--- config.mk ---
export PLATFORM = sky130hd
export DESIGN_NAME = usec_timer_bank
export DESIGN_NICKNAME = d
export VERILOG_FILES = /design/src/rtl/utmr_pkg.sv /design/src/rtl/utmr_core.sv /design/src/rtl/utmr_decode.sv /design/src/rtl/utmr_rdmux.sv /design/src/rtl/usec_timer_bank.sv
export SDC_FILE = /design/constraint.sdc
export NUM_CORES = 1
export LEC_CHECK = 0
export ABC_AREA = 1
export BUFFER_PORTS_ARGS = -buffer_cell sky130_fd_sc_hd__buf_2
export CORE_AREA = 4 4 252 278
export DETAILED_ROUTE_END_ITERATION = 6
export DIE_AREA = 0 0 256 282
export SYNTH_ARGS = -nofsm -noshare
export SYNTH_HDL_FRONTEND = slang
export SYNTH_HIERARCHICAL = 1
export SYNTH_SLANG_ARGS = --single-unit
export TNS_END_PERCENT = 50
--- constraint.sdc ---
create_clock -name clk -period 6.9 [get_ports clk]
set_input_delay 0.345 -clock clk [delete_from_list [all_inputs] [get_ports clk]]
set_output_delay 0.345 -clock clk [all_outputs]
set_load 0.005 [all_outputs]
--- src/rtl/utmr_pkg.sv ---
package utmr_pkg;
  localparam int WORD_W    = 32;
  localparam int FLD_LSB   = 10;
  localparam int FLD_MAX_W = WORD_W - FLD_LSB - 1;

  typedef logic [FLD_MAX_W-1:0] fld_t;

  typedef enum logic [1:0] {
    RK_NONE  = 2'd0,
    RK_LIMIT = 2'd1,
    RK_COUNT = 2'd2
  } reg_kind_e;

  typedef struct packed {
    fld_t cnt;
    logic wrap;
  } step_t;

  // Extract the microsecond field from a register word.
  function automatic fld_t word_to_field(input logic [WORD_W-1:0] w);
    return w[WORD_W-2:FLD_LSB];
  endfunction

  // Build a register word: flag on top, field above bit 10, zeros below.
  function automatic logic [WORD_W-1:0] field_to_word(input logic flag, input fld_t f);
    return {flag, f, {FLD_LSB{1'b0}}};
  endfunction

  // One tick of a timer: step the count, wrap to 1 when reaching the limit.
  function automatic step_t tick_step(input fld_t cnt, input fld_t lim);
    logic [FLD_MAX_W:0] nxt;
    step_t s;
    nxt    = {1'b0, cnt} + (FLD_MAX_W+1)'(1);
    s.cnt  = cnt;
    s.wrap = 1'b0;
    if (lim != '0) begin
      if (nxt >= {1'b0, lim}) begin
        s.cnt  = fld_t'(1);
        s.wrap = 1'b1;
      end else begin
        s.cnt = nxt[FLD_MAX_W-1:0];
      end
    end
    return s;
  endfunction
endpackage

--- src/rtl/utmr_core.sv ---
module utmr_core
  import utmr_pkg::*;
#(
  parameter int FIELD_W = 21
) (
  input  logic               clk,
  input  logic               rst_n,
  input  logic               tick_i,
  input  logic               lim_wr_i,
  input  logic [FIELD_W-1:0] lim_wdata_i,
  input  logic               lim_rd_i,
  output logic [FIELD_W-1:0] cnt_o,
  output logic [FIELD_W-1:0] lim_o,
  output logic               pend_o,
  output logic               wrap_o
);
  logic [FIELD_W-1:0] cnt_q;
  logic [FIELD_W-1:0] lim_q;
  logic               pend_q;
  step_t              step;

  always_comb step = tick_step(fld_t'(cnt_q), fld_t'(lim_q));

  assign wrap_o = tick_i & step.wrap;

  always_ff @(posedge clk) begin
    if (!rst_n) begin
      lim_q  <= '0;
      cnt_q  <= FIELD_W'(1);
      pend_q <= 1'b0;
    end else if (lim_wr_i) begin
      lim_q  <= lim_wdata_i;
      cnt_q  <= FIELD_W'(1);
      pend_q <= 1'b0;
    end else begin
      if (tick_i) cnt_q <= step.cnt[FIELD_W-1:0];
      // a wrap in the acknowledge cycle wins over the acknowledge
      pend_q <= wrap_o | (pend_q & ~lim_rd_i);
    end
  end

  assign cnt_o  = cnt_q;
  assign lim_o  = lim_q;
  assign pend_o = pend_q;
endmodule

--- src/rtl/utmr_decode.sv ---
module utmr_decode
  import utmr_pkg::*;
#(
  parameter int NUM_T   = 5,
  parameter int PAGE_AW = 12,
  parameter int ADDR_W  = 15
) (
  input  logic                         sel_i,
  input  logic                         we_i,
  input  logic [ADDR_W-1:0]            addr_i,
  output logic [NUM_T-1:0]             lim_wr_o,
  output logic [NUM_T-1:0]             lim_rd_o,
  output logic                         rd_en_o,
  output logic [ADDR_W-PAGE_AW-1:0]    rd_idx_o,
  output reg_kind_e                    rd_kind_o
);
  localparam int PG_W = ADDR_W - PAGE_AW;

  logic [PG_W-1:0]      page;
  logic [PAGE_AW-3:0]   word;
  logic                 page_ok;
  reg_kind_e            kind;

  assign page    = addr_i[ADDR_W-1:PAGE_AW];
  assign word    = addr_i[PAGE_AW-1:2];
  assign page_ok = {1'b0, page} < (PG_W+1)'(NUM_T);

  always_comb begin
    kind = RK_NONE;
    if (addr_i[1:0] == 2'b00 && page_ok) begin
      if (word == '0)                      kind = RK_LIMIT;
      else if (word == (PAGE_AW-2)'(1))    kind = RK_COUNT;
    end
  end

  for (genvar j = 0; j < NUM_T; j++) begin : g_sel
    logic hit;
    assign hit         = sel_i && kind == RK_LIMIT && page == PG_W'(j);
    assign lim_wr_o[j] = hit & we_i;
    assign lim_rd_o[j] = hit & ~we_i;
  end

  assign rd_en_o   = sel_i & ~we_i;
  assign rd_idx_o  = page;
  assign rd_kind_o = kind;
endmodule

--- src/rtl/utmr_rdmux.sv ---
module utmr_rdmux
  import utmr_pkg::*;
#(
  parameter int NUM_T   = 5,
  parameter int FIELD_W = 21,
  parameter int IDX_W   = 3
) (
  input  logic                            clk,
  input  logic                            rst_n,
  input  logic                            rd_en_i,
  input  logic [IDX_W-1:0]                rd_idx_i,
  input  reg_kind_e                       rd_kind_i,
  input  logic [NUM_T-1:0]                pend_i,
  input  logic [NUM_T-1:0][FIELD_W-1:0]   cnt_i,
  input  logic [NUM_T-1:0][FIELD_W-1:0]   lim_i,
  output logic [WORD_W-1:0]               rdata_o
);
  logic               sel_pend;
  logic [FIELD_W-1:0] sel_fld;
  logic [WORD_W-1:0]  rd_val;

  always_comb begin
    sel_pend = 1'b0;
    sel_fld  = '0;
    for (int j = 0; j < NUM_T; j++) begin
      if (rd_idx_i == IDX_W'(j)) begin
        sel_pend = pend_i[j];
        sel_fld  = (rd_kind_i == RK_LIMIT) ? lim_i[j] : cnt_i[j];
      end
    end
    rd_val = '0;
    if (rd_en_i && rd_kind_i != RK_NONE) rd_val = field_to_word(sel_pend, fld_t'(sel_fld));
  end

  always_ff @(posedge clk) begin
    if (!rst_n) rdata_o <= '0;
    else        rdata_o <= rd_val;
  end
endmodule

--- src/rtl/usec_timer_bank.sv ---
module usec_timer_bank
  import utmr_pkg::*;
#(
  parameter  int NUM_CPU = 4,
  parameter  int FIELD_W = 21,
  parameter  int PAGE_AW = 12,
  localparam int NUM_T   = NUM_CPU + 1,
  localparam int IDX_W   = $clog2(NUM_T),
  localparam int ADDR_W  = PAGE_AW + IDX_W
) (
  input  logic               clk,
  input  logic               rst_n,
  input  logic               us_tick,
  input  logic               bus_sel,
  input  logic               bus_we,
  input  logic [ADDR_W-1:0]  bus_addr,
  input  logic [31:0]        bus_wdata,
  output logic [31:0]        bus_rdata,
  output logic               irq_sys_l10,
  output logic [NUM_CPU-1:0] irq_cpu_l14
);
  // named internal events for the checker
  logic [NUM_T-1:0]              t_lim_wr;
  logic [NUM_T-1:0]              t_lim_rd;
  logic [NUM_T-1:0]              t_wrap;
  logic [NUM_T-1:0]              t_pend;
  logic [NUM_T-1:0][FIELD_W-1:0] t_cnt;
  logic [NUM_T-1:0][FIELD_W-1:0] t_lim;

  logic             rd_en;
  logic [IDX_W-1:0] rd_idx;
  reg_kind_e        rd_kind;
  fld_t             wr_fld_full;
  logic [FIELD_W-1:0] wr_field;

  assign wr_fld_full = word_to_field(bus_wdata);
  assign wr_field    = wr_fld_full[FIELD_W-1:0];

  utmr_decode #(
    .NUM_T  (NUM_T),
    .PAGE_AW(PAGE_AW),
    .ADDR_W (ADDR_W)
  ) u_decode (
    .sel_i    (bus_sel),
    .we_i     (bus_we),
    .addr_i   (bus_addr),
    .lim_wr_o (t_lim_wr),
    .lim_rd_o (t_lim_rd),
    .rd_en_o  (rd_en),
    .rd_idx_o (rd_idx),
    .rd_kind_o(rd_kind)
  );

  for (genvar j = 0; j < NUM_T; j++) begin : g_tmr
    utmr_core #(.FIELD_W(FIELD_W)) u_core (
      .clk        (clk),
      .rst_n      (rst_n),
      .tick_i     (us_tick),
      .lim_wr_i   (t_lim_wr[j]),
      .lim_wdata_i(wr_field),
      .lim_rd_i   (t_lim_rd[j]),
      .cnt_o      (t_cnt[j]),
      .lim_o      (t_lim[j]),
      .pend_o     (t_pend[j]),
      .wrap_o     (t_wrap[j])
    );
  end

  utmr_rdmux #(
    .NUM_T  (NUM_T),
    .FIELD_W(FIELD_W),
    .IDX_W  (IDX_W)
  ) u_rdmux (
    .clk      (clk),
    .rst_n    (rst_n),
    .rd_en_i  (rd_en),
    .rd_idx_i (rd_idx),
    .rd_kind_i(rd_kind),
    .pend_i   (t_pend),
    .cnt_i    (t_cnt),
    .lim_i    (t_lim),
    .rdata_o  (bus_rdata)
  );

  assign irq_sys_l10 = t_pend[NUM_CPU];
  assign irq_cpu_l14 = t_pend[NUM_CPU-1:0];
endmodule

==> results.md <==
* Status: completed
* Crit-path cells: ha_1, nand3_1, nor2_2, nand2_1, nor2_4, nand2_1, nand2_1, nand2_1, ha_1, nand2_1, nor3b_1, nand2_2, nor2_1, nand2_1, nand2_1, nand2_1, a21oi_1
* CP Buf/Inv Count at 0
* Worst Hold Class: input port to register
* Critical path depth at 17
* Post-Syn Area at 16600 µm²
* Horiz. Die Dim at 256 µm
* Crit path top cell by count: nand2_1
* Final setup vio count at 0
* DP HPWL at between 40 and 50 mm
* Inserted Clock Buffers at 29
* First-pass GRT wire length at 85.9 mm
* Leak at 0.00852 µW
* Internal at between 2000 and 2500 µW
* H-tree Lvls at 1
* Initial Utilization at 0.247
* DR iter-0 viols at between 1k and 1.5k
* Max Buffers Root-to-Sink at 3
* Critical path origin: g_tmr[2].u_core/cnt_o[0]$_SDFFE_PP1P_
* Worst path slowest cell: nand2_1
* Drt pass-1 iters at 6
* CP delay by family, top: simple AND/OR/NAND/NOR gates
* Congestion Overflow GR at 0
* Setup crit start kind: register
* Wire per inst at 15.9 µm
* Ys Warns at 6
* Max Slew Vio Count at 0
* Min Clock Period, post-route at around 3.5 ns
* Post-cts resize count at 0
* RSZ-0062 raised after global routing: no
* Cells after Synth at 2619
* P per Cell Area at 169 nW/µm²
* Maximum VDD drop at 0.179 mV
* Max FO, Critical Path at 21
* Fmax at 288 MHz
* Critical Path End: g_tmr[2].u_core/pend_o$_SDFF_PP0_
* Die ar. at 72200 µm²
* Placement Rows at 100
* Fin. Hold Viols at 0
* Number of remaining DRC errors at 0
* Clock power frac at 0.529
* Largest net degree at the start of global routing at 81
* Register share of total power at 0.436
* TritonCTS clock tree: yes
* Via/cell ratio at 4.62
* CTS Hold Bufs at 0
* Final GP Congestion at 0.942
* Clk sinks at 237
* Post-CTS Setup Inserts at 0
* Critical Path AT at ~4.0 ns
* FF-to-FF End: g_tmr[2].u_core/pend_o$_SDFF_PP0_
* Tcrit/Tclk final at 0.504
* Power Total at about 3100 µW
* Port bufs at 67
* Largest stage delay on the critical path at 0.52 ns
* ANT nets after route at 0
* Vias in the first global route at 15.0k
* Flop-to-flop setup slack at 3.42 ns
* Fill count at around 7.5k
* FF-to-FF path depth at 17
* Worst-Margin Slew at 1.11 ns
* Avg Cell Area, Syn at 6.35 µm²
* TNS Setup at 0 ns
* Die height at 282 µm
* Layout cells sized above 1 at 0.0961
* Worst slew margin at 0.259
* Synth-to-layout area growth at 11.8%
* Setup Skew at 0.0194 ns
* Switching Share at 0.234
* Top Ports at between 80 and 90
* Final WL at 55.9 mm
* Clock-pin slew on the worst setup and hold paths at 0.06 ns
* Nets at 2793
* Reg2reg start: g_tmr[2].u_core/cnt_o[0]$_SDFFE_PP1P_
* Vias at about 16k
* Most common cell after layout, fill and taps aside: nand2_1
* CP Class: register to register
* Clk Tree Root Cell: clkbuf_16
* Combinational fraction of design power at 0.036
* GRT Util Overall at 0.149
* Core area at 67300 µm²
* Required time of the critical path at 7.40 ns
* CP endpoint kind: register
* Clock Latency Late Sink at 0.58 ns
* Switching power at 734 µW
* Max_cap viols at 0
* Most frequent cells in the layout: 676 x nand2_1, 345 x inv_1, 330 x nor2_1
* Initial antenna violation count at 4
## cell type report
| class | count | area, µm² | share of cell area |
|---|---|---|---|
| antenna | 1 | 2.50 | 0.000134 |
| timing repair buffer | 78 | 418 | 0.0225 |
| inverter | 368 | 1380 | 0.0742 |
| clock buffer | 41 | 861 | 0.0463 |
| sequential | 237 | 4740 | 0.255 |
| multi-input combinational | 1917 | 9950 | 0.535 |
| clock inverter | 12 | 170 | 0.00914 |
| tap | 867 | 1080 | 0.0583 |
## sequential cells by signal, indices dropped and copies added (netlist names)
| name | cells |
|---|---|
| g_tmr.u_core/cnt_o | 105 |
| g_tmr.u_core/lim_o | 105 |
| g_tmr.u_core/pend_o | 5 |
| u_rdmux/rdata_o | 22 |
## worst min-delay path: stages
cell and delay (ns):
buf_2 0.17, nor2_1 0.11, nor2_1 0.05
## how the worst min path moves through the flow
| stage | depth (start not counted) | start | end | slack (ns) |
|---|---|---|---|---|
| floorplan | 2 | g_tmr[4].u_core/lim_o[19]$_SDFFE_PN0P_ | g_tmr[4].u_core/lim_o[19]$_SDFFE_PN0P_ | 0.45 |
| global placement | 2 | g_tmr[0].u_core/lim_o[10]$_SDFFE_PN0P_ | g_tmr[0].u_core/lim_o[10]$_SDFFE_PN0P_ | 0.49 |
| detailed placement | 2 | g_tmr[0].u_core/lim_o[10]$_SDFFE_PN0P_ | g_tmr[0].u_core/lim_o[10]$_SDFFE_PN0P_ | 0.49 |
| CTS | 3 | bus_wdata[10] | g_tmr[3].u_core/lim_o[0]$_SDFFE_PN0P_ | 0.11 |
| global route | 3 | bus_wdata[10] | g_tmr[0].u_core/lim_o[0]$_SDFFE_PN0P_ | 0.12 |
| finish | 3 | bus_wdata[10] | g_tmr[3].u_core/lim_o[0]$_SDFFE_PN0P_ | 0.15 |
## power groups by stage
stage / Clock (µW) / Sequential [µW] / Combinational [µW]
detailed placement: 0 / 1400 / 109
floorplan: 0 / 1400 / 58.3
global placement: 0 / 1400 / 109
CTS: 1690 / 1370 / 109
global route: 1750 / 1370 / 118
finish: 1660 / 1370 / 111
## metrics by stage
stage               hold WS (ns)  instances  worst slack [ns]  utilization  cell area (µm²)
floorplan                  0.455       2628              4.25            -            16700
global placement           0.493       3467              3.32        0.261            17600
detailed placement         0.490       3467              3.29        0.261            17600
CTS                        0.115       3520              3.47        0.276            18600
global route               0.120       3520              3.14        0.276            18600
finish                     0.149       3521              3.42        0.276            18600
## metal layers
layer  track usage  wire (µm)
met5             0         16
met2         0.264      26600
met1         0.191      23500
met4        0.0411       1660
met3        0.0207       4100
Note: power is estimated with default switching activity, not from simulation.
